`config.mk`:
```
export PLATFORM = sky130hd
export DESIGN_NAME = exp_bus_seq
export DESIGN_NICKNAME = d
export VERILOG_FILES = /design/src/rtl/exp_bus_pkg.sv /design/src/rtl/exp_speed_reg.sv /design/src/rtl/exp_phase_timer.sv /design/src/rtl/exp_bus_seq.sv
export SDC_FILE = /design/constraint.sdc
export NUM_CORES = 1
export LEC_CHECK = 0
export BUFFER_PORTS_ARGS = -buffer_cell sky130_fd_sc_hd__clkbuf_2
export CORE_MARGIN = 2
export CORE_UTILIZATION = 51
export CTS_CLUSTER_DIAMETER = 150
export CTS_CLUSTER_SIZE = 16
export DETAILED_ROUTE_END_ITERATION = 8
export PLACE_DENSITY_LB_ADDON = 0.05
export SETUP_SLACK_MARGIN = 0.02
export SLEW_MARGIN = 40
export SYNTH_ARGS = -nofsm -noshare
export SYNTH_HDL_FRONTEND = slang
export SYNTH_SLANG_ARGS = --single-unit
```
`constraint.sdc`:
```
create_clock -name clk -period 2.6 [get_ports clk]
set_input_delay 0.78 -clock clk [delete_from_list [all_inputs] [get_ports clk]]
set_output_delay 0.78 -clock clk [all_outputs]
set_load 0.1 [all_outputs]
```
`src/rtl/exp_bus_pkg.sv`:
```
package exp_bus_pkg;

  localparam int LEN_W  = 5;
  localparam int CODE_W = 4;

  typedef enum logic [2:0] {
    PH_IDLE,
    PH_RUNIN,
    PH_LEAD,
    PH_PULSE,
    PH_TAIL,
    PH_RUNOUT
  } phase_e;

  typedef struct packed {
    logic [LEN_W-1:0] runin;
    logic [LEN_W-1:0] lead;
    logic [LEN_W-1:0] pulse;
    logic [LEN_W-1:0] tail;
    logic [LEN_W-1:0] runout;
  } prof_t;

  function automatic logic code_ok(input logic [CODE_W-1:0] c);
    return (c != '0) && (c <= 4'd8);
  endfunction

  // Phase lengths in master clocks for each supported speed code.
  function automatic prof_t prof_of(input logic [CODE_W-1:0] c);
    prof_t p;
    case (c)
      4'd2:    p = '{5'd4, 5'd6, 5'd12, 5'd2, 5'd4};
      4'd3:    p = '{5'd4, 5'd2, 5'd8,  5'd2, 5'd4};
      4'd4:    p = '{5'd4, 5'd2, 5'd4,  5'd2, 5'd4};
      4'd5:    p = '{5'd2, 5'd3, 5'd8,  5'd3, 5'd2};
      4'd6:    p = '{5'd2, 5'd3, 5'd6,  5'd1, 5'd2};
      4'd7:    p = '{5'd2, 5'd1, 5'd4,  5'd1, 5'd2};
      4'd8:    p = '{5'd2, 5'd1, 5'd2,  5'd1, 5'd2};
      default: p = '{5'd4, 5'd6, 5'd16, 5'd6, 5'd4};
    endcase
    return p;
  endfunction

endpackage

```
`src/rtl/exp_speed_reg.sv`:
```
module exp_speed_reg
  import exp_bus_pkg::*;
#(
  parameter logic [CODE_W-1:0] RESET_CODE = 4'd1
) (
  input  logic              clk,
  input  logic              rst_n,
  input  logic              wr,
  input  logic [CODE_W-1:0] code,
  output logic [CODE_W-1:0] cur,
  output logic              err,
  output prof_t             prof
);

  logic [CODE_W-1:0] cur_q;
  logic              err_q;

  always_ff @(posedge clk or negedge rst_n) begin
    if (!rst_n) begin
      cur_q <= RESET_CODE;
      err_q <= 1'b0;
    end else if (wr) begin
      if (code_ok(code)) begin
        cur_q <= code;
        err_q <= 1'b0;
      end else begin
        err_q <= 1'b1;
      end
    end
  end

  assign cur  = cur_q;
  assign err  = err_q;
  assign prof = prof_of(cur_q);

endmodule

```
`src/rtl/exp_phase_timer.sv`:
```
module exp_phase_timer
  import exp_bus_pkg::*;
(
  input  logic   clk,
  input  logic   rst_n,
  input  logic   start,
  input  prof_t  prof_in,
  output phase_e phase,
  output phase_e phase_nxt,
  output logic   last,
  output logic   done
);

  phase_e           ph_q, ph_d;
  logic [LEN_W-1:0] cnt_q, cnt_d;
  logic [LEN_W-1:0] lead_q, pulse_q, tail_q, runout_q;
  logic             done_q;

  assign last = (cnt_q == '0);

  always_comb begin
    ph_d  = ph_q;
    cnt_d = cnt_q;
    if (ph_q == PH_IDLE) begin
      if (start) begin
        ph_d  = PH_RUNIN;
        cnt_d = prof_in.runin - 5'd1;
      end
    end else if (!last) begin
      cnt_d = cnt_q - 5'd1;
    end else begin
      case (ph_q)
        PH_RUNIN: begin ph_d = PH_LEAD;   cnt_d = lead_q   - 5'd1; end
        PH_LEAD:  begin ph_d = PH_PULSE;  cnt_d = pulse_q  - 5'd1; end
        PH_PULSE: begin ph_d = PH_TAIL;   cnt_d = tail_q   - 5'd1; end
        PH_TAIL:  begin ph_d = PH_RUNOUT; cnt_d = runout_q - 5'd1; end
        default:  begin ph_d = PH_IDLE;   cnt_d = '0;              end
      endcase
    end
  end

  always_ff @(posedge clk or negedge rst_n) begin
    if (!rst_n) begin
      ph_q     <= PH_IDLE;
      cnt_q    <= '0;
      lead_q   <= 5'd1;
      pulse_q  <= 5'd1;
      tail_q   <= 5'd1;
      runout_q <= 5'd1;
      done_q   <= 1'b0;
    end else begin
      ph_q   <= ph_d;
      cnt_q  <= cnt_d;
      done_q <= (ph_q == PH_RUNOUT) && last;
      if (ph_q == PH_IDLE && start) begin
        lead_q   <= prof_in.lead;
        pulse_q  <= prof_in.pulse;
        tail_q   <= prof_in.tail;
        runout_q <= prof_in.runout;
      end
    end
  end

  assign phase     = ph_q;
  assign phase_nxt = ph_d;
  assign done      = done_q;

endmodule

```
`src/rtl/exp_bus_seq.sv`:
```
module exp_bus_seq
  import exp_bus_pkg::*;
#(
  parameter int                AW         = 12,
  parameter int                DW         = 16,
  parameter logic [CODE_W-1:0] RESET_CODE = 4'd1
) (
  input  logic              clk,
  input  logic              rst_n,
  input  logic              req_valid,
  output logic              req_ready,
  input  logic              req_write,
  input  logic [AW-1:0]     req_addr,
  input  logic [DW-1:0]     req_wdata,
  output logic              rsp_valid,
  output logic [DW-1:0]     rsp_rdata,
  output logic              busy,
  input  logic              spd_wr,
  input  logic [CODE_W-1:0] spd_code,
  output logic [CODE_W-1:0] spd_cur,
  output logic              spd_err,
  output logic              bus_cs_n,
  output logic              bus_rd_n,
  output logic              bus_wr_n,
  output logic [AW-1:0]     bus_addr,
  output logic [DW-1:0]     bus_dout,
  input  logic [DW-1:0]     bus_din
);

  prof_t   prof;
  phase_e  phase, phase_nxt;
  logic    last, done, accept;

  logic [AW-1:0] addr_q;
  logic [DW-1:0] wdata_q, rdata_q;
  logic          write_q, cs_n_q, rd_n_q, wr_n_q;

  exp_speed_reg #(.RESET_CODE(RESET_CODE)) u_spd (
    .clk  (clk),
    .rst_n(rst_n),
    .wr   (spd_wr),
    .code (spd_code),
    .cur  (spd_cur),
    .err  (spd_err),
    .prof (prof)
  );

  exp_phase_timer u_tmr (
    .clk      (clk),
    .rst_n    (rst_n),
    .start    (accept),
    .prof_in  (prof),
    .phase    (phase),
    .phase_nxt(phase_nxt),
    .last     (last),
    .done     (done)
  );

  assign req_ready = (phase == PH_IDLE);
  assign accept    = req_valid && req_ready;
  assign busy      = !req_ready;

  always_ff @(posedge clk or negedge rst_n) begin
    if (!rst_n) begin
      addr_q  <= '0;
      wdata_q <= '0;
      write_q <= 1'b0;
    end else if (accept) begin
      addr_q  <= req_addr;
      wdata_q <= req_wdata;
      write_q <= req_write;
    end
  end

  // Strobes are registered from the next phase so the pins are glitch-free.
  always_ff @(posedge clk or negedge rst_n) begin
    if (!rst_n) begin
      cs_n_q <= 1'b1;
      rd_n_q <= 1'b1;
      wr_n_q <= 1'b1;
    end else begin
      cs_n_q <= !(phase_nxt inside {PH_LEAD, PH_PULSE, PH_TAIL});
      rd_n_q <= !(phase_nxt == PH_PULSE && !write_q);
      wr_n_q <= !(phase_nxt == PH_PULSE &&  write_q);
    end
  end

  always_ff @(posedge clk or negedge rst_n) begin
    if (!rst_n)
      rdata_q <= '0;
    else if (phase == PH_PULSE && last && !write_q)
      rdata_q <= bus_din;
  end

  assign bus_cs_n  = cs_n_q;
  assign bus_rd_n  = rd_n_q;
  assign bus_wr_n  = wr_n_q;
  assign bus_addr  = addr_q;
  assign bus_dout  = wdata_q;
  assign rsp_valid = done;
  assign rsp_rdata = rdata_q;

endmodule

```
==> results.yml, run 1 <==
cells_and_area:
  nNetsFinal: 499
  fillCellCount: 533
  multiInputGateArea_um2: 1420
  seqCellArea_um2: 1830
  drive_gt1_frac: 0.384
  area_growth_pct: 26.8
  layout_commonest_cell: "nand2_1"
  layout_common_cells: "107 x nand2_1, 105 x clkbuf_2, 67 x dfrtp_1, 13 x a21oi_1, 12 x nor2_1"
  n_antenna_cell: 0
floorplan:
  die_w_um: 85.4
  dieArea_um2: 7300
  num_rows: 29
  start_util: 0.530
  core_um2: 6390
  die_h_um: 85.4
  io_pins: 108
critical_path:
  critical_path.cell_chain: "or3_4, clkbuf_2"
  cp.required_ns: 1.82
  critPathTopFamily: "simple AND/OR/NAND/NOR gates"
  critical_path_class: "reg -> out"
  worstPathMaxFanout: 10
  worstSetupEndpointType: "primary output"
  cp_slowest_cell: "or3_4"
  arrival_ns: 1.59
  cpPeakStageDelay_ns: 0.45
  startpoint_type: "flip-flop"
  crit_buf_inv: 1
route:
  drc_errors: 0
  viasPerCell: 5.14
  dr.pass1.iters: 4
  wire_per_inst_um: 13.8
  drt-total-wl_mm: 7.27
  via_count: 2697
  drtIter0Drc: 136
  ant_nets: 0
place:
  gp_congestion: 0.846
  hpwl_mm: 5.19
  io_buffers: 107
synthesis:
  syn_area_um2: 3380
  ys.flop_type: "dfrtp_1"
  ys_ff_latch: 73
  yosysWarningCount: 0
  synth_seq_area_share: 0.542
  synth_edf_count: 0
  avgSynthCellArea_um2: 10.2
  syn_inst: 333
  synth_cell_types: 55
  ys_async_sr_fraction: 1.00
  syn-num-nets: 389
clock_tree:
  clockBufferDepth: 2
  htreeDepth: 3
  cts_tree: "built"
  clock_sinks: 73
  clk_pin_slew_ns: 0.07
  insertion_delay_ns: 0.33
  cts_buffers: 9
  cts-root-buf: "clkbuf_8"
  post_cts_buffers: 0
grt:
  grt_pass1_vias: 2568
  gr-total-overflow: 0
  antenna_found_initial: 0
  grt_usage: 0.212
  grt_pass1_wl_mm: 12.3
  grt_max_degree: 40
sta:
  period_share: 0.912
  relSlewSlack: 0.607
  hold_viol_final: 0
  final_max_slew_viol_count: 0
  setup_tns_ns: 0
  skew_ns: 0.00692
  rsz0062_at_grt: "no"
  setup_viol: 0
  worst_pin_slew_ns: 0.589
  fmax_mhz: 422
  period_needed_ns: 2.37
worst_hold_path:
  hold_class: "in -> async"
job:
  max_cap_viol_count: 0
run_status:
  status: "finished clean"
-- area by class of cell --
type	count	share of cell area
Multi-Input combinational cell	234	0.331
Clock inverter	6	0.0321
Clock buffer	10	0.0298
Timing Repair Buffer	118	0.151
Inverter	7	0.00613
Sequential cell	73	0.428
Tap cell	77	0.0225
-- flip-flops by register name, summed over array words and instances (netlist names), 2 cells and up --
signal          flops
u_tmr.tail_q        2
u_tmr.runout_q      2
u_tmr.cnt_q         5
bus_dout           16
u_tmr.pulse_q       5
bus_addr           12
u_tmr.phase         3
u_tmr.lead_q        2
rsp_rdata          16
u_spd.cur           4
-- path summary, 6_finish.rpt --
check | slack, ns | cells past startpoint | start | endpoint
min in group clk | 0.48 | 2 | bus_dout[13] | bus_dout[13]
max reg2reg | 0.32 | 6 | u_tmr.cnt_q[0] | rsp_rdata[11]
max | 0.23 | 2 | u_tmr.phase[1] | busy
min reg2reg | 0.48 | 2 | bus_dout[13] | bus_dout[13]
min | 0.40 | 1 | rst_n | u_tmr.cnt_q[1]
max in group asynchronous | 1.58 | 2 | rst_n | u_tmr.pulse_q[0]
-- what timing repair did --
action | in CTS | in global routing
endpoints found under the setup margin | 0 | 1
hold buffers | 0 | 0
resized for setup | 0 | 1
-- cell usage after synthesis, types with 2 or more instances --
master	n	area (um^2)
clkbuf_1	12	45.0
xor2_1	2	17.5
a21oi_1	13	65.1
o21ai_0	10	50.1
or3_1	2	12.5
dfrtp_1	67	1680
and3_1	2	12.5
mux2i_1	2	20.0
nand2b_1	6	37.5
xnor2_1	3	26.3
nor2_1	13	48.8
mux2_4	10	150
o21a_1	4	30.0
inv_1	6	22.5
nand2_1	107	402
nor2b_1	3	18.8
nand3_1	2	10.0
dfstp_2	6	158
and2_1	2	12.5
o31ai_1	6	45.0
or2_2	2	12.5
buf_6	3	33.8
ha_1	3	37.5
nor4b_1	3	26.3
mux2_2	10	113
buf_2	2	10.0
nor3_1	4	20.0
-- per-stage QoR --
| stage | worst slack [ns] | area (um^2) | hold WS (ns) | util | cells |
|---|---|---|---|---|---|
| after detailed placement | 0.338 | 4020 | 0.461 | 0.629 | 509 |
| after global routing | 0.159 | 4290 | 0.420 | 0.672 | 525 |
| after global placement | 0.385 | 4020 | 0.458 | 0.629 | 509 |
| final | 0.228 | 4290 | 0.401 | 0.672 | 525 |
| after CTS | 0.0949 | 4280 | 0.403 | 0.671 | 525 |
| after floorplan | 0.274 | 3380 | 0.441 | - | 333 |
-- metal layers --
layer,wire [um],vias to the layer above,share of wire,GRT usage
li1,-,1335,-,-
met1,3280,1268,0.45,0.294
met2,3440,90,0.47,0.317
met3,477,4,0.066,0.0720
met4,59,0,0.0081,0.0649
met5,0,-,0,0
-- kinds of logic after synthesis --
kind of cell,share of synthesized area
muxes,0.0836
adders and majority gates,0.0141
AOI/OAI and AO/OA,0.0877
xor gates and xnor gates,0.0130
buffers and inverters,0.0403
DFF,0.542
and+or+nand+nor,0.219
Power of run 1 is left out: the tool's default activity adds up to more than one toggle a clock period on the data nets, which glitch-free logic cannot reach.
==> run 2, diff against run 1 <==
--- a/config.mk
+++ b/config.mk
@@ -7,7 +7,7 @@
 export LEC_CHECK = 0
 export BUFFER_PORTS_ARGS = -buffer_cell sky130_fd_sc_hd__clkbuf_2
 export CORE_MARGIN = 2
-export CORE_UTILIZATION = 51
+export CORE_UTILIZATION = 55
 export CTS_CLUSTER_DIAMETER = 150
 export CTS_CLUSTER_SIZE = 16
 export DETAILED_ROUTE_END_ITERATION = 8
==> constraint.sdc (replaced) <==
create_clock -name clk -period 3 [get_ports clk]
set_input_delay 0.9 -clock clk [delete_from_list [all_inputs] [get_ports clk]]
set_output_delay 0.9 -clock clk [all_outputs]
set_load 0.1 [all_outputs]
==> results.yml, run 2 (same netlist as run 1, synthesis figures left out) <==
cells_and_area:
  area_growth_pct: 22.5
  drive_gt1_frac: 0.378
  nNetsFinal: 495
  fillCellCount: 479
  layout_commonest_cell: "nand2_1"
  fin_cells: 519
  n_antenna_cell: 0
  layout_common_cells: "107 x nand2_1, 105 x clkbuf_2, 67 x dfrtp_1, 13 x a21oi_1, 12 x nor2_1"
sta:
  setup_tns_ns: 0
  worst_pin_slew_ns: 0.651
  worst_slack_ns: 0.290
  setup_viol: 0
  relSlewSlack: 0.566
  whs_ns: 0.476
  period_needed_ns: 2.71
  fmax_mhz: 369
  period_share: 0.903
  skew_ns: 0.0115
  hold_viol_final: 0
  rsz0062_at_grt: "no"
  final_max_slew_viol_count: 0
critical_path:
  rr_startpoint: "u_tmr.cnt_q[0]"
  worstPathMaxFanout: 10
  arrival_ns: 1.81
  cpPeakStageDelay_ns: 0.51
  r2r-end: "u_tmr.cnt_q[3]"
  r2r_slack_ns: 0.70
  worstSetupEndpointType: "primary output"
  critical_path_class: "reg -> out"
  cp.required_ns: 2.10
  critical_path.cell_chain: "or3_1, inv_2, buf_4"
  startpoint_type: "flip-flop"
  critical_path.endpoint: "req_ready"
  cp_slowest_cell: "or3_1"
  reg2reg_depth: 7
  startpoint: "u_tmr.phase[2]"
route:
  dr.pass1.iters: 4
  drc_errors: 0
  dr_wl_met3_um: 404
  wire_per_inst_um: 13.7
  drtIter0Drc: 92
  top_layer: "met4"
  ant_nets: 0
  met2_length_mm: 3.36
  met1_length_mm: 3.26
  viasPerCell: 5.10
  via_count: 2646
  drt-total-wl_mm: 7.13
place:
  preCtsSetupSlack_ns: 0.651
  io_buffers: 107
  hpwl_mm: 5.04
  dp_cells: 503
  gp_congestion: 0.868
clock_tree:
  cts_resized: 0
  clk_pin_slew_ns: 0.07
  cts-root-buf: "clkbuf_8"
  post_cts_buffers: 0
  cts_tree: "built"
  clockBufferDepth: 2
  htreeDepth: 3
  cts_hold_buf: 0
  cts_buffers: 9
  insertion_delay_ns: 0.34
  clock_sinks: 73
grt:
  gr-total-overflow: 0
  grt_max_degree: 74
  grt_usage: 0.227
  antenna_found_initial: 0
  grt_pass1_wl_mm: 11.8
  grt_pass1_vias: 2624
floorplan:
  start_util: 0.571
  core_um2: 5920
  die_w_um: 82.4
  die_h_um: 82.4
  io_pins: 108
  num_rows: 28
  dieArea_um2: 6790
worst_hold_path:
  hold_class: "reg -> reg"
run_status:
  status: "finished clean"
job:
  max_cap_viol_count: 0
## run 2: changes by cell type in the layout (fill, tap and decap cells not counted), moves of 2 or more
cell | previous run | this run
clkinvlp_4 | 0 | 2
buf_4 | 11 | 8
buf_12 | 2 | 0
clkinv_2 | 0 | 2
bufinv_16 | 4 | 0
## run 2: final cells by class
| class | instances | area (um^2) | share of cell area |
|---|---|---|---|
| multi-input cells | 234 | 1420 | 0.343 |
| clock buffers | 10 | 128 | 0.0308 |
| flip-flops and latches | 73 | 1830 | 0.443 |
| clock inverters | 6 | 42.5 | 0.0103 |
| well taps | 75 | 93.8 | 0.0227 |
| inverters | 7 | 26.3 | 0.00634 |
| repair buffers | 114 | 597 | 0.144 |
## run 2: through the flow
stage               area, um^2   util
finish                    4140  0.699
global route              4140  0.699
CTS                       4140  0.698
detailed placement        3970  0.670
global placement          3960  0.669
floorplan                 3380      -
## run 2: critical path, delay by kind of cell, from the launching register on
family | cells | cell delay, ns
buffers and inverters | 2 | 0.50
AND/OR/NAND/NOR | 1 | 0.51
flip-flops | 1 | 0.46
## run 2: per-layer routing
metal	vias up	global-route usage
li1	1324	-
met1	1235	0.295
met2	76	0.365
met3	11	0.0543
met4	0	0.0900
met5	-	0
## run 2: worst min path at each step
stage / start / endpoint / slack (ns) / cells past startpoint
CTS: bus_addr[4] / bus_addr[4] / 0.48 / 2
floorplan: u_tmr.pulse_q[3] / u_tmr.pulse_q[3] / 0.44 / 2
global route: bus_dout[2] / bus_dout[2] / 0.50 / 2
finish: bus_addr[3] / bus_addr[3] / 0.48 / 2
detailed placement: bus_dout[2] / bus_dout[2] / 0.46 / 2
global placement: bus_dout[15] / bus_dout[15] / 0.46 / 2
Power of run 2 is left out for the same reason.
==> run 3, diff against run 2 <==
--- a/config.mk
+++ b/config.mk
@@ -5,12 +5,14 @@
 export SDC_FILE = /design/constraint.sdc
 export NUM_CORES = 1
 export LEC_CHECK = 0
+export ABC_CLOCK_PERIOD_IN_PS = 3000
 export BUFFER_PORTS_ARGS = -buffer_cell sky130_fd_sc_hd__clkbuf_2
 export CORE_MARGIN = 2
 export CORE_UTILIZATION = 55
 export CTS_CLUSTER_DIAMETER = 150
 export CTS_CLUSTER_SIZE = 16
 export DETAILED_ROUTE_END_ITERATION = 8
+export MAX_ROUTING_LAYER = met4
 export PLACE_DENSITY_LB_ADDON = 0.05
 export SETUP_SLACK_MARGIN = 0.02
 export SLEW_MARGIN = 40
==> results.yml, run 3 (same netlist as run 1, synthesis figures left out) <==
run_status:
  status: "finished clean"
sta:
  fmax_mhz: 369
  final_max_slew_viol_count: 0
  period_needed_ns: 2.71
  worst_pin_slew_ns: 0.649
  rsz0062_at_grt: "no"
  setup_viol: 0
  period_share: 0.903
  skew_ns: 0.0121
  hold_viol_final: 0
  whs_ns: 0.475
  relSlewSlack: 0.567
  setup_tns_ns: 0
floorplan:
  core_um2: 5920
  dieArea_um2: 6790
  die_h_um: 82.4
  io_pins: 108
  num_rows: 28
  die_w_um: 82.4
  start_util: 0.571
critical_path:
  crit_buf_inv: 2
  critical_path.cell_chain: "or3_1, inv_2, buf_4"
  arrival_ns: 1.81
  rr_startpoint: "u_tmr.cnt_q[0]"
  r2r_slack_ns: 0.69
  critPathTopFamily: "simple AND/OR/NAND/NOR gates"
  cpPeakStageDelay_ns: 0.51
  critical_path_class: "reg -> out"
  startpoint_type: "flip-flop"
  cp_slowest_cell: "or3_1"
  cp.required_ns: 2.10
  reg2reg_depth: 7
  r2r-end: "u_tmr.cnt_q[3]"
  worstPathMaxFanout: 10
  worstSetupEndpointType: "primary output"
cells_and_area:
  fillCellCount: 479
  layout_common_cells: "107 x nand2_1, 105 x clkbuf_2, 67 x dfrtp_1, 13 x a21oi_1, 12 x nor2_1"
  multiInputGateArea_um2: 1420
  drive_gt1_frac: 0.378
  stdcell_area_um2: 4140
  layout_commonest_cell: "nand2_1"
  fin_cells: 519
  seqCellArea_um2: 1830
  n_antenna_cell: 0
  nNetsFinal: 495
  area_growth_pct: 22.5
worst_hold_path:
  hold_class: "reg -> reg"
  hold_path_depth: 2
  min_to: "bus_addr[3]"
  worstHoldStart: "bus_addr[3]"
clock_tree:
  cts_resized: 0
  clk_pin_slew_ns: 0.07
  clockBufferDepth: 2
  cts_tree: "built"
  cts-root-buf: "clkbuf_8"
  htreeDepth: 3
  cts_hold_buf: 0
  post_cts_buffers: 0
  insertion_delay_ns: 0.34
  clock_sinks: 73
  cts_buffers: 9
grt:
  gr-total-overflow: 0
  antenna_found_initial: 0
  grt_pass1_wl_mm: 11.8
  grt_pass1_vias: 2627
  grt_usage: 0.233
  grt_max_degree: 74
route:
  viasPerCell: 5.11
  dr.pass1.iters: 5
  drc_errors: 0
  wire_per_inst_um: 13.8
  drtIter0Drc: 88
  via_count: 2650
  ant_nets: 0
  drt-total-wl_mm: 7.14
place:
  hpwl_mm: 5.04
  io_buffers: 107
  place_area_um2: 3970
  gp_congestion: 0.882
  dp_cells: 503
job:
  max_cap_viol_count: 0
## run 3: through the flow
step            util  setup slack [ns]
2_1_floorplan      -             0.674
5_1_grt        0.699             0.186
6_report       0.699             0.290
3_3_place_gp   0.669             0.689
4_1_cts        0.698             0.286
3_5_place_dp   0.670             0.651
## run 3: worst register-to-register path, stage by stage, from the launching register on
cell and delay (ns):
dfrtp_1 0.42, inv_1 0.10, ha_1 0.18, or4b_1 0.69
nor2_4 0.20, nand2_2 0.09, o41a_1 0.41, a21oi_1 0.16
## run 3: worst max-delay path by stage
stage | start | endpoint | depth (start not counted)
final | u_tmr.phase[2] | req_ready | 3
after global routing | u_tmr.phase[2] | req_ready | 3
after CTS | u_tmr.phase[2] | req_ready | 3
after detailed placement | u_tmr.phase[2] | req_ready | 3
after global placement | u_tmr.phase[2] | req_ready | 3
after floorplan | u_spd.cur[3] | u_tmr.cnt_q[1] | 6
## run 3: cell type report
cell class,count,area share
Clock inverter,6,0.0103
Clock buffer,10,0.0308
Timing Repair Buffer,114,0.144
Sequential cell,73,0.443
Inverter,7,0.00634
Tap cell,75,0.0227
Multi-Input combinational cell,234,0.343
## run 3: metal layers
metal / vias up / track usage / share of wire
li1: 1324 / - / -
met1: 1237 / 0.300 / 0.46
met2: 77 / 0.365 / 0.47
met3: 12 / 0.0457 / 0.052
met4: 0 / 0.0900 / 0.013
met5: - / - / 0
Power of run 3 is left out for the same reason.
